[config.mk]
export PLATFORM = sky130hd
export DESIGN_NAME = lpbk_switch
export DESIGN_NICKNAME = d
export VERILOG_FILES = /design/src/rtl/lpbk_pkg.sv /design/src/rtl/lpbk_cmd_dec.sv /design/src/rtl/lpbk_sym_fifo.sv /design/src/rtl/lpbk_out_stage.sv /design/src/rtl/lpbk_switch.sv
export SDC_FILE = /design/constraint.sdc
export NUM_CORES = 1
export LEC_CHECK = 0
export BUFFER_PORTS_ARGS = -buffer_cell sky130_fd_sc_hd__buf_2
export CAP_MARGIN = 15
export CORE_MARGIN = 2
export CORE_UTILIZATION = 55
export DETAILED_ROUTE_END_ITERATION = 10
export PLACE_DENSITY = 0.79
export SYNTH_ARGS = -nofsm -noshare
export SYNTH_HDL_FRONTEND = slang
export SYNTH_HIERARCHICAL = 1
export SYNTH_SLANG_ARGS = --single-unit
[constraint.sdc]
create_clock -name clk -period 3.23 [get_ports clk]
set_input_delay 0.4845 -clock clk [delete_from_list [all_inputs] [get_ports clk]]
set_output_delay 0.4845 -clock clk [all_outputs]
set_load 0.01 [all_outputs]
[src/rtl/lpbk_pkg.sv]
package lpbk_pkg;

    typedef enum logic [1:0] {
        PWR_FULL  = 2'b00,
        PWR_STBY  = 2'b01,
        PWR_LOW   = 2'b10,
        PWR_RSVD  = 2'b11
    } pwr_e;

    typedef enum logic [1:0] {
        SRC_IDLE = 2'b00,
        SRC_TX   = 2'b01,
        SRC_LOOP = 2'b10
    } src_e;

    typedef struct packed {
        src_e src;
        logic illegal;
    } slot_cmd_t;

    localparam logic [9:0] SKIP_CODE = 10'b0011110100;

    function automatic logic cmd_illegal(pwr_e p, logic idle, logic req);
        return ((p == PWR_FULL) && idle && req) || ((p == PWR_STBY) && req);
    endfunction

    function automatic slot_cmd_t decode_cmd(pwr_e p, logic idle, logic req);
        slot_cmd_t c;
        c.illegal = cmd_illegal(p, idle, req);
        if (c.illegal || p != PWR_FULL || idle)
            c.src = SRC_IDLE;
        else if (req)
            c.src = SRC_LOOP;
        else
            c.src = SRC_TX;
        return c;
    endfunction

endpackage

[src/rtl/lpbk_cmd_dec.sv]
module lpbk_cmd_dec
    import lpbk_pkg::*;
(
    input  logic       clk,
    input  logic       rst,
    input  logic [1:0] pwr_state,
    input  logic       tx_idle,
    input  logic       lpbk_req,
    output slot_cmd_t  cmd,
    output logic       err_sticky
);

    always_comb begin
        cmd = decode_cmd(pwr_e'(pwr_state), tx_idle, lpbk_req);
    end

    always_ff @(posedge clk) begin
        if (rst)
            err_sticky <= 1'b0;
        else if (cmd.illegal)
            err_sticky <= 1'b1;
    end

endmodule

[src/rtl/lpbk_sym_fifo.sv]
module lpbk_sym_fifo #(
    parameter int W     = 10,
    parameter int DEPTH = 4
) (
    input  logic         clk,
    input  logic         rst,
    input  logic         flush,
    input  logic         push,
    input  logic [W-1:0] din,
    input  logic         pop,
    output logic [W-1:0] dout,
    output logic         empty
);

    localparam int AW = (DEPTH > 1) ? $clog2(DEPTH) : 1;
    localparam int CW = $clog2(DEPTH + 1);

    logic [W-1:0]  mem [DEPTH];
    logic [AW-1:0] rd_ptr, wr_ptr;
    logic [CW-1:0] cnt;
    logic          do_pop, do_push;

    function automatic logic [AW-1:0] bump(logic [AW-1:0] p);
        return (p == AW'(DEPTH - 1)) ? '0 : p + 1'b1;
    endfunction

    assign empty   = (cnt == '0);
    assign do_pop  = pop && !empty;
    assign do_push = push && ((cnt != CW'(DEPTH)) || do_pop);
    assign dout    = mem[rd_ptr];

    always_ff @(posedge clk) begin
        if (rst || flush) begin
            rd_ptr <= '0;
            wr_ptr <= '0;
            cnt    <= '0;
        end else begin
            if (do_pop)  rd_ptr <= bump(rd_ptr);
            if (do_push) wr_ptr <= bump(wr_ptr);
            if (do_push && !do_pop)
                cnt <= cnt + 1'b1;
            else if (do_pop && !do_push)
                cnt <= cnt - 1'b1;
        end
    end

    always_ff @(posedge clk) begin
        if (do_push && !flush)
            mem[wr_ptr] <= din;
    end

endmodule

[src/rtl/lpbk_out_stage.sv]
module lpbk_out_stage
    import lpbk_pkg::*;
#(
    parameter int W = 10
) (
    input  logic         clk,
    input  logic         rst,
    input  logic         tx_slot,
    input  src_e         src,
    input  logic [W-1:0] tx_sym,
    input  logic [W-1:0] loop_sym,
    input  logic         loop_empty,
    output logic [W-1:0] ser_sym,
    output logic         elec_idle,
    output logic         lpbk_active
);

    localparam logic [W-1:0] SKIP = W'(SKIP_CODE);

    always_ff @(posedge clk) begin
        if (rst) begin
            ser_sym     <= '0;
            elec_idle   <= 1'b1;
            lpbk_active <= 1'b0;
        end else if (tx_slot) begin
            unique case (src)
                SRC_TX: begin
                    ser_sym     <= tx_sym;
                    elec_idle   <= 1'b0;
                    lpbk_active <= 1'b0;
                end
                SRC_LOOP: begin
                    ser_sym     <= loop_empty ? SKIP : loop_sym;
                    elec_idle   <= 1'b0;
                    lpbk_active <= 1'b1;
                end
                default: begin
                    ser_sym     <= '0;
                    elec_idle   <= 1'b1;
                    lpbk_active <= 1'b0;
                end
            endcase
        end
    end

endmodule

[src/rtl/lpbk_switch.sv]
module lpbk_switch
    import lpbk_pkg::*;
#(
    parameter int SYM_W      = 10,
    parameter int FIFO_DEPTH = 4
) (
    input  logic             clk,
    input  logic             rst,
    input  logic [SYM_W-1:0] tx_sym,
    input  logic             tx_slot,
    input  logic [SYM_W-1:0] rx_sym,
    input  logic             rx_vld,
    input  logic             lpbk_req,
    input  logic             tx_idle,
    input  logic [1:0]       pwr_state,
    output logic [SYM_W-1:0] ser_sym,
    output logic             elec_idle,
    output logic             lpbk_active,
    output logic [SYM_W-1:0] rx_par_sym,
    output logic             rx_par_vld,
    output logic             cmd_err
);

    slot_cmd_t        cmd;
    logic             looping;
    logic [SYM_W-1:0] head;
    logic             q_empty;

    lpbk_cmd_dec u_dec (
        .clk        (clk),
        .rst        (rst),
        .pwr_state  (pwr_state),
        .tx_idle    (tx_idle),
        .lpbk_req   (lpbk_req),
        .cmd        (cmd),
        .err_sticky (cmd_err)
    );

    assign looping = (cmd.src == SRC_LOOP);

    lpbk_sym_fifo #(.W(SYM_W), .DEPTH(FIFO_DEPTH)) u_fifo (
        .clk   (clk),
        .rst   (rst),
        .flush (!looping),
        .push  (rx_vld && looping),
        .din   (rx_sym),
        .pop   (tx_slot && looping),
        .dout  (head),
        .empty (q_empty)
    );

    lpbk_out_stage #(.W(SYM_W)) u_out (
        .clk         (clk),
        .rst         (rst),
        .tx_slot     (tx_slot),
        .src         (cmd.src),
        .tx_sym      (tx_sym),
        .loop_sym    (head),
        .loop_empty  (q_empty),
        .ser_sym     (ser_sym),
        .elec_idle   (elec_idle),
        .lpbk_active (lpbk_active)
    );

    always_ff @(posedge clk) begin
        if (rst) begin
            rx_par_sym <= '0;
            rx_par_vld <= 1'b0;
        end else begin
            rx_par_sym <= rx_sym;
            rx_par_vld <= rx_vld;
        end
    end

endmodule

==> impl_results.md, run 1 <==
* Die area at 0.005918 mm²
* Power Density at 507.2 mW/mm²
* Number of max-cap violations at 0
* Register Area at 0.001862 mm²
* Sequential cell area fraction in the yosys report at 63.64%
* Drt pass-1 iters at 4
* CP cell instances: buf_2 > nand2b_4 > nor3_1 > and3b_1 > o41ai_4 > inv_1 > ha_1 > inv_1 > fa_1 > xor2_1 > or3_1 > a21oi_1
* FP Rows at 26
* Top cell by count, worst path: inv_1
* Via count at ~1700
* Initial antenna violation count at 0
* Synth Area in Compound Gates at 9.153%
* Die Y at roughly 77 µm
* R2r setup slk at around 1100 ps
* Iteration-0 DRC Markers at 53
* Status: complete, no violations
* H-tree depth at 3
* Hold Violations, Final at 0
* Fmax at between 0.3 and 0.4 GHz
* Global-route wire length before repair at roughly 8200 µm
* Register bit count reported by yosys at 73
* Post-route ant nets at 0
* Cells after synthesis at 196
* Worst-Skew Late Latency at 330 ps
* Setup CP Type: in -> reg
* Final setup fails at 0
* CP endpoint kind: register
* Yosys cell types at 38
* Ratio of cells with drive above 1 in the final layout at 37.79%
* Crit-path max FO at 5
* DR vias/cell at 5.220
* Period minus WS final at about 2500 ps
* Normalized max-slew margin at 55.29%
* Period utilisation layout at ~77%
* Leakage at 1.299 nW
* RSZ-0062 raised after global routing: no
* Met1 usage at 25.26%
* Clk slew on worst S/H paths at 80 ps
* IO Pins at 52
* Vias in the first global route at 1706
* CTS sink cnt at 73
* Simple-gate portion of the synthesized area at 9.752%
* Final core occ at 67.88%
* Grt peak-use layer: met2
* Skew final at 12.78 ps
* Critical Path Slowest Stage Cell: fa_1
* Largest net degree at the start of global routing at 28
* Area of the multi-input gates at 955.9 µm²
* Critical Path Start Type: primary input
* Main combinational cell family by area after synthesis: simple AND/OR/NAND/NOR gates
* Routability-driven placement congestion ratio at 0.7373
* Grt met3 use at under 10%
* Mux contribution to synthesized area at 9.068%
* Port bufs at 51
* Worst Tran Pin Value at 670.7 ps
* Arr. time, crit path at 2760 ps
* Met2 Usage GRT at roughly 28%
* Clock Tree Buf Depth at 2
* Wire length per cell at 14.93 µm
* Total track usage at a little under a fifth
* Post_cts resized at 0
* Grt ovf at 0
* Initial Util at 57.28%
* Synth Warn # at 6
* Die width at 76.93 µm
* Setup TNS at 0 ps
* Max-slew violations at 0
* Post-CTS Setup Inserts at 0
* Nets at just under 300
* CTS Hold Bufs at 0
* CTS tree: done
* Clock buffer count from CTS at 9
* DRC Markers at 0
* Root buf cell: clkbuf_8
* Min-Delay Path Class: in -> reg
* WL final at 4957 µm
* Mean Syn Cell Area at 14.93 µm²
* Synth Area in Adders at 4.106%
* Filler cells at 370
* Synth Area in XOR/XNOR at 0.5988%
* WP data required at about 3500 ps
* Core area at between 0.005 and 0.006 mm²
* Syn nets at 233
* Max stage delay on crit path at approximately 370 ps
* Area Growth Syn to Fin at 18.52%
* Cell Area, Synth at 0.002925 mm²
* Antenna cell count at 0
* Maximum vdd ir drop at ~0.44 mV
* Post-detail-place hpwl at 3410 µm
cells in the final DEF, fill, tap and decap left out, drive strengths merged, types with 3 or more instances in the layout:
cell,n
edfxtp,40
nand2,5
o21a,5
o32ai,10
ha,8
dfxtp,33
or3,3
nor2,6
clkinv,3
clkbuf,11
nor3b,4
a22oi,5
nor2b,12
buf,57
mux2i,4
a21oi,7
mux4,10
inv,17
logic make-up (layout without fill, tap and decap cells):
kind of cell | after synthesis | in the layout
AND/OR/NAND/NOR | 41 | 41
buffers and inverters | 24 | 90
adder cells (fa/ha/maj) | 9 | 9
flip-flops | 73 | 73
multiplexers | 14 | 14
AO/OA/AOI/OAI | 33 | 33
XOR/XNOR | 2 | 2
registers in the layout, indices dropped and copies added (netlist names), named ones only:
register and flops:
u_out/elec_idle 1, rx_par_vld 1, u_out/ser_sym 10, u_fifo/wr_ptr 2, u_out/lpbk_active 1, u_fifo/rd_ptr 2, rx_par_sym 10, u_dec/err_sticky 1
u_fifo/cnt 3, u_fifo/mem 40
area by class of cell:
cell class              instances  area share (%)
flip-flops and latches         73           53.70
multi-input cells              99           27.57
repair buffers                 57           8.661
clock buffers                  11           4.078
well taps                      70           2.526
inverters                      17           1.840
clock inverters                 5           1.624
per-layer routing:
layer  vias up  part of all wire (%)
met3         4                   5.7
li1        850                     -
met4         0                  0.93
met1       829                    46
met2        50                    47
met5         -                     0
final timing paths:
| check | from | endpoint | depth (start not counted) |
|---|---|---|---|
| max | pwr_state[1] | u_fifo/cnt[2]$_SDFFE_PP0P_ | 12 |
| min reg2reg | u_dec/err_sticky$_SDFFE_PP0P_ | u_dec/err_sticky$_SDFFE_PP0P_ | 1 |
| min | rx_sym[0] | u_fifo/mem[2][0]$_DFFE_PP_ | 1 |
| max reg2reg | u_fifo/cnt[1]$_SDFFE_PP0P_ | u_fifo/cnt[2]$_SDFFE_PP0P_ | 7 |
report_power, final:
part           leakage [nW]  internal, W  switching (W)
sequential            0.629     0.000986     0.00000229
combinational         0.571    0.0000347      0.0000408
clock                0.0993     0.000377       0.000318
total                  1.30      0.00140       0.000361
cell usage after synthesis (all sizes together):
library cell	number	area share (%)
edfxtp	40	41
o21a	5	1.3
or3b	1	0.30
a22oi	5	1.3
o32ai	10	3.0
fa	1	0.68
buf	7	1.5
mux2i	4	1.4
or3	3	0.64
xor2	2	0.60
mux4	10	7.7
nand2	5	0.64
dfxtp	33	23
or2	1	0.21
nor2	6	0.86
a21oi	7	1.2
o31ai	1	0.43
nor3	2	0.34
a211o	1	0.34
o41ai	1	0.94
nand2b	2	0.68
and3b	2	0.60
inv	17	2.2
nor4	1	0.21
nor3b	4	1.0
o21ai	2	0.34
nor2b	12	3.8
ha	8	3.4
and2b	1	0.30
nand3	1	0.17
o21ba	1	0.34
per-stage QoR:
step,instance area [µm²],hold WS [ps],power [W],setup WS (ps),std cells
final,3467,379.3,0.001758,727.4,332
after global routing,3467,361.1,0.001833,593.2,332
after CTS,3467,361.2,0.001781,730.5,332
after detailed placement,3269,464.5,0.001085,383.4,316
after global placement,3269,449.1,0.001084,474.7,316
after floorplan,2925,463.4,0.001047,576.0,196
worst max-delay path: cells and delay by family:
kind	cells	cell delay, ps
fa+ha+maj	2	540
simple gates	4	1110
xor+xnor	1	160
compound gates	2	210
buf+inv	3	240
No activity file was read; power rests on OpenSTA's default activity.
==> run 2: changes to the inputs <==
clock period = 2.6 ns   (was 3.23 ns; I/O delays follow)
==> run 2 against run 1 <==
Compared with the run above: sequential share of layout area is 0.19 points lower; power grew 23%; setup slack worse by 420 ps; highest routed layer unchanged; cell count up 0.90%; first-iteration DRC count increased by 36%; non-clock buffer count is 3 higher; sequential power is 24% higher; core utilization up 0.24 points; register-to-register slack worse by 530 ps; flip-flop and latch count unchanged.
==> impl_results.md, run 2 (synthesized netlist as in run 1, its figures left out) <==
* Post-detail-place hpwl at 3430 µm
* CTS tree: done
* Most flops, register: u_fifo/mem
* DRC Markers at 0
* Min-Delay Path Class: in -> reg
* Via count at about 1800
* Period minus WS final at 2297 ps
* Area Growth Syn to Fin at 18.95%
* Most frequent cells in the layout: buf_2 (51), edfxtp_1 (40), dfxtp_1 (33)
* Crit-path max FO at 3
* Status: complete, no violations
* Setup CP Type: in -> reg
* WP data required at 2870 ps
* Clock Tree Buf Depth at 2
* Max reg flops at 40
* Die width at about 77 µm
* Max stage delay on crit path at 370 ps
* Setup TNS at 0 ps
* Fmax at roughly 0.44 GHz
* Number of max-cap violations at 0
* Nets at 297
* Period utilisation layout at 88.34%
* Iteration-0 DRC Markers at around 70
* Largest net degree at the start of global routing at 28
* Reg-to-Reg Start: u_fifo/cnt[1]$_SDFFE_PP0P_
* Final worst slack at approximately 300 ps
* CP bufs+invs at 3
* Normalized max-slew margin at a little over half
* Max-slew violations at 0
* Placed cell area at 0.003292 mm²
* CTS Hold Bufs at 0
* Hold Crit Start: rx_sym[1]
* Initial antenna violation count at 0
* Antenna cell count at 0
* Final instance area at about 0.0035 mm²
* Grt ovf at 0
* Maximum vdd ir drop at 0.4302 mV
* Leakage at 1.308 nW
* DR vias/cell at 5.242
* Power Density at ~620 mW/mm²
* Clk slew on worst S/H paths at 70 ps
* Ratio of cells with drive above 1 in the final layout at 38.11%
* Critical Path Slowest Stage Cell: fa_1
* Crit path launch: pwr_state[1]
* Port bufs at 51
* WL final at about 5000 µm
* Worst-Skew Late Latency at 340 ps
* Final setup fails at 0
* Filler cells at 373
* Worst Tran Pin Value at 676.1 ps
* IO Pins at 52
* CP cell instances: buf_2 > nand2b_4 > nor3_1 > and3b_1 > o41ai_4 > inv_1 > ha_1 > inv_1 > fa_1 > xor2_1 > or3_1 > a21oi_1
* Skew final at 9.133 ps
* Total track usage at 18.32%
* Post_cts resized at 0
* Core area at 0.005107 mm²
* Critical Path Start Type: primary input
* Drt pass-1 iters at 4
* CTS sink cnt at 73
* Routability-driven placement congestion ratio at roughly 0.79
* Hold Violations, Final at 0
* Largest regs: u_fifo/mem x40, rx_par_sym x10, u_out/ser_sym x10
* Post-route ant nets at 0
* Initial Util at 57.28%
* Die area at 0.005918 mm²
* Arr. time, crit path at roughly 2600 ps
* Commonest non-fill, non-tap cell in the layout: buf_2
* Top cell by count, worst path: inv_1
* Die Y at 76.93 µm
* Clock buffer count from CTS at 9
* FP Rows at 26
* H-tree depth at 3
* Dpl ws at 18.50 ps
* Global-route wire length before repair at 8162 µm
* RSZ-0062 raised after global routing: no
* Post-CTS Setup Inserts at 0
* Wire length per cell at ~15 µm
* CP top delay family: simple AND/OR/NAND/NOR gates
* CP endpoint kind: register
* Root buf cell: clkbuf_8
* Vias in the first global route at ~1700
-- run 2: changes by cell type in the layout (fill, tap and decap cells not counted) --
cell / previous run / this run
clkbuf_8: 10 / 9
buf_4: 6 / 9
clkbuf_1: 1 / 2
-- run 2: final timing paths --
check / end / slack, ps / depth (start not counted)
setup / recovery: u_fifo/cnt[2]$_SDFFE_PP0P_ / 300 / 12
hold / removal: u_fifo/mem[0][1]$_DFFE_PP_ / 280 / 1
setup reg to reg: u_fifo/cnt[2]$_SDFFE_PP0P_ / 550 / 7
hold reg to reg: u_dec/err_sticky$_SDFFE_PP0P_ / 470 / 1
-- run 2: worst register-to-register path: cells and delay by family, from the launching register on --
kind,cells,cell delay (ps)
buffers and inverters,1,70
AND/OR/NAND/NOR,1,310
flip-flops,1,390
AO/OA/AOI/OAI,2,440
adder cells (fa/ha/maj),2,600
XOR/XNOR,1,170
-- run 2: per-stage QoR --
step	utilization, %	hold slack [ps]	total power, W	instances
6_report	68.13	280.0	0.002159	335
5_1_grt	68.13	269.7	0.002234	335
4_1_cts	68.13	261.7	0.002185	335
3_5_place_dp	64.45	464.8	0.001350	319
3_3_place_gp	64.45	453.0	0.001347	319
2_1_floorplan	-	463.4	0.001301	196
-- run 2: where the power goes --
group | internal [W] | switching [W] | total [W] | leakage, nW
Sequential | 0.00123 | 0.00000333 | 0.00123 | 0.629
Clock | 0.000442 | 0.000393 | 0.000835 | 0.0933
Combinational | 0.0000437 | 0.0000512 | 0.0000949 | 0.586
-- run 2: per-layer routing --
layer	GRT usage (%)	vias up	wire length [µm]
met2	27.54	59	2373
met5	0	-	0
met3	3.882	6	314
met1	24.90	833	2314
li1	-	858	-
met4	10.36	0	58
-- run 2: area by class of cell --
| type | count | area [µm²] | area share, % |
|---|---|---|---|
| Clock buffer | 11 | 131.4 | 3.776 |
| Sequential cell | 73 | 1862 | 53.51 |
| Clock inverter | 5 | 56.30 | 1.618 |
| Inverter | 17 | 63.81 | 1.834 |
| Tap cell | 70 | 87.58 | 2.517 |
| Multi-Input combinational cell | 99 | 955.9 | 27.47 |
| Timing Repair Buffer | 60 | 322.8 | 9.277 |
==> run 3: changes to the inputs <==
BUFFER_PORTS_ARGS = -buffer_cell sky130_fd_sc_hd__buf_4   (was -buffer_cell sky130_fd_sc_hd__buf_2)
CORE_UTILIZATION = 54   (was 55)
PLACE_DENSITY = 0.78   (was 0.79)
SYNTH_HIERARCHICAL = default   (was 1)
==> run 3 against run 2 <==
Compared with the run above: flip-flop and latch count stayed put; register-to-register slack worse by 270 ps; via count is 1.5% higher; setup slack lost 23 ps.
==> impl_results.md, run 3 <==
* Status: complete, no violations
* Critical Path Slowest Stage Cell: or3_1
* H-tree depth at 3
* Register bit count reported by yosys at 73
* Fmax at 0.4310 GHz
* Sw Ratio at between 20% and 30%
* Clock Tree Buf Depth at 2
* Initial Util at 56.15%
* CP cell instances: or3_1 > nand3_1 > ha_1 > inv_1 > fa_1 > xor2_1 > or3_1 > a21oi_1
* Clock buffer count from CTS at 9
* Clk pwr share at 35.6%
* Max-slew violations at 0
* Crit-path max FO at 8
* Area Growth Syn to Fin at 21.51%
* Area of the multi-input gates at 927.1 µm²
* Largest net degree at the start of global routing at 26
* Via count at ~1800
* WP data required at approximately 2900 ps
* Post-route ant nets at 0
* Leakage at 1.276 nW
* Final Power at 0.002138 W
* Post_cts resized at 0
* Min-Delay Path Class: in -> reg
* Period minus WS final at 2320 ps
* Max reg flops at 40
* Cells after synthesis at 203
* Core area at 0.005107 mm²
* Die Y at 76.88 µm
* Wire length per cell at 16.23 µm
* Global-route wire length before repair at 8832 µm
* Number of synthesized flops with an enable pin at 40
* CTS tree: done
* Clk slew on worst S/H paths at approximately 80 ps
* Power Density at slightly above 600 mW/mm²
* Root buf cell: clkbuf_8
* CTS Hold Bufs at 0
* Max stage delay on crit path at between 500 and 600 ps
* IO Pins at 52
* Power Internal at 0.001644 W
* Most frequent cells in the layout: buf_4 (55), edfxtp_1 (40), dfxtp_1 (33)
* WL final at 5403 µm
* CP endpoint kind: register
* Worst Tran Pin Value at 655.7 ps
* Vias in the first global route at 1724
* Total track usage at ~20%
* Number of max-cap violations at 0
* Syn nets at about 240
* NetSw at 0.0004938 W
* CP bufs+invs at 1
* Top cell type's share of synthesized area at 41.88%
* Initial antenna violation count at 0
* Yosys cell types at 37
* Iteration-0 DRC Markers at 158
* Setup CP Type: reg -> reg
* Register Area at 0.001862 mm²
* Hold Violations, Final at 0
* Setup TNS at 0 ps
* Final setup fails at 0
* Most flops, register: u_fifo.mem
* Arr. time, crit path at 2600 ps
* Filler cells at 356
* Sequential share of power at between 50% and 60%
* Cell with the most instances after synthesis: edfxtp_1
* RSZ-0062 raised after global routing: no
* Die area at 0.005910 mm²
* Period utilisation layout at 89.23%
* DR vias/cell at 5.351
* Worst-Skew Late Latency at 340 ps
* Ratio of cells with drive above 1 in the final layout at about 32%
* Post-CTS Setup Inserts at 0
* Largest regs: u_fifo.mem x40, rx_par_sym x10, u_out.ser_sym x10
* Grt ovf at 0
* Skew final at between 10 and 15 ps
* Commonest non-fill, non-tap cell in the layout: buf_4
* Top area cells in the synthesized netlist: edfxtp_1 (42%), dfxtp_1 (23%), mux4_2 (7.9%), a21oi_1 (2.8%), ha_1 (2.6%)
* Top FF cell, synth: edfxtp_1
* CP top delay family: simple AND/OR/NAND/NOR gates
* Top cell by count, worst path: or3_1
* Cell Area, Synth at about 0.0029 mm²
* Nets at 293
* CTS sink cnt at 73
* Antenna cell count at 0
* Area leader, netlist: edfxtp_1
* Sequential cell area fraction in the yosys report at 64.92%
* Routability-driven placement congestion ratio at 0.7518
* Mean Syn Cell Area at 14.13 µm²
* Post-synthesis async set-or-reset flop share at 0%
* Maximum vdd ir drop at 0.5155 mV
* Die width at 76.88 µm
* Drt pass-1 iters at 4
* Top post-synthesis cells by count: edfxtp_1 (40), dfxtp_1 (33), a21oi_1 (16), nor2_1 (14), nor2b_1 (11)
* DRC Markers at 0
* Synth Warn # at 0
* Normalized max-slew margin at 55.95%
* Combinational power share at under 10%
* Post-detail-place hpwl at roughly 3700 µm
* Port bufs at 51
* Critical Path Start Type: register
* FP Rows at 26
-- run 3: changes by cell type after synthesis, moves of 8 or more --
cell | previous run | this run
o32ai_1 | 10 | 0
inv_1 | 16 | 7
a21oi_1 | 7 | 16
nor2b_1 | 2 | 11
nor2_1 | 5 | 14
nor2b_2 | 8 | 0
-- run 3: logic make-up (layout without fill, tap and decap cells) --
group / count (synthesis) / count (layout) / synth area share, %
DFF: 73 / 73 / 64.92
xor gates and xnor gates: 2 / 2 / 0.6109
adders and majority gates: 7 / 7 / 3.316
muxes: 11 / 11 / 8.203
AOI/OAI and AO/OA: 38 / 38 / 8.159
buffers and inverters: 18 / 78 / 2.748
and+or+nand+nor: 54 / 54 / 12.04
-- run 3: metal layers --
metal  wire [µm]  global-route usage, %  vias to the layer above
li1            -                      -                      874
met1        2529                  26.63                      852
met2        2555                  30.18                       47
met3         222                  4.706                        9
met4          95                  10.36                        0
met5           0                      0                        -
-- run 3: worst paths after layout --
| kind | start | to | slack (ps) | cells past startpoint |
|---|---|---|---|---|
| setup / recovery | u_fifo.cnt[0]$_SDFFE_PP0P_ | u_fifo.cnt[2]$_SDFFE_PP0P_ | 280 | 8 |
| hold / removal | rx_sym[6] | u_fifo.mem[1][6]$_DFFE_PP_ | 250 | 1 |
| hold reg to reg | u_dec.err_sticky$_SDFFE_PP0P_ | u_dec.err_sticky$_SDFFE_PP0P_ | 450 | 2 |
| setup reg to reg | u_fifo.cnt[0]$_SDFFE_PP0P_ | u_fifo.cnt[2]$_SDFFE_PP0P_ | 280 | 8 |
-- run 3: power groups by stage --
stage,clock network [W],registers [W],logic (W)
global route,0.000826,0.00124,0.000149
global placement,0,0.00127,0.000134
CTS,0.000775,0.00124,0.000138
detailed placement,0,0.00127,0.000137
floorplan,0,0.00128,0.0000515
finish,0.000761,0.00124,0.000136
-- run 3: layout make-up --
type | instances | share of cell area, %
timing repair buffer | 55 | 11.85
sequential | 73 | 53.43
clock buffer | 9 | 3.555
multi-input combinational | 112 | 26.61
tap | 70 | 2.513
inverter | 7 | 0.7540
clock inverter | 7 | 1.293
-- run 3: worst reg2reg max path: stages (launching register included) --
cell	delay [ps]
dfxtp_1	370
or3_1	520
nand3_1	140
ha_1	190
inv_1	60
fa_1	370
xor2_1	180
or3_1	310
a21oi_1	140
-- run 3: per-stage QoR --
stage	hold WS (ps)	setup WS (ps)	utilization [%]	cells	instance area [µm²]
finish	251.8	279.9	68.23	333	3485
global route	237.5	176.3	68.23	333	3485
CTS	238.9	278.3	68.23	333	3485
detailed placement	439.7	172.4	64.92	317	3316
global placement	433.6	267.7	64.92	317	3316
floorplan	461.6	75.46	-	203	2868
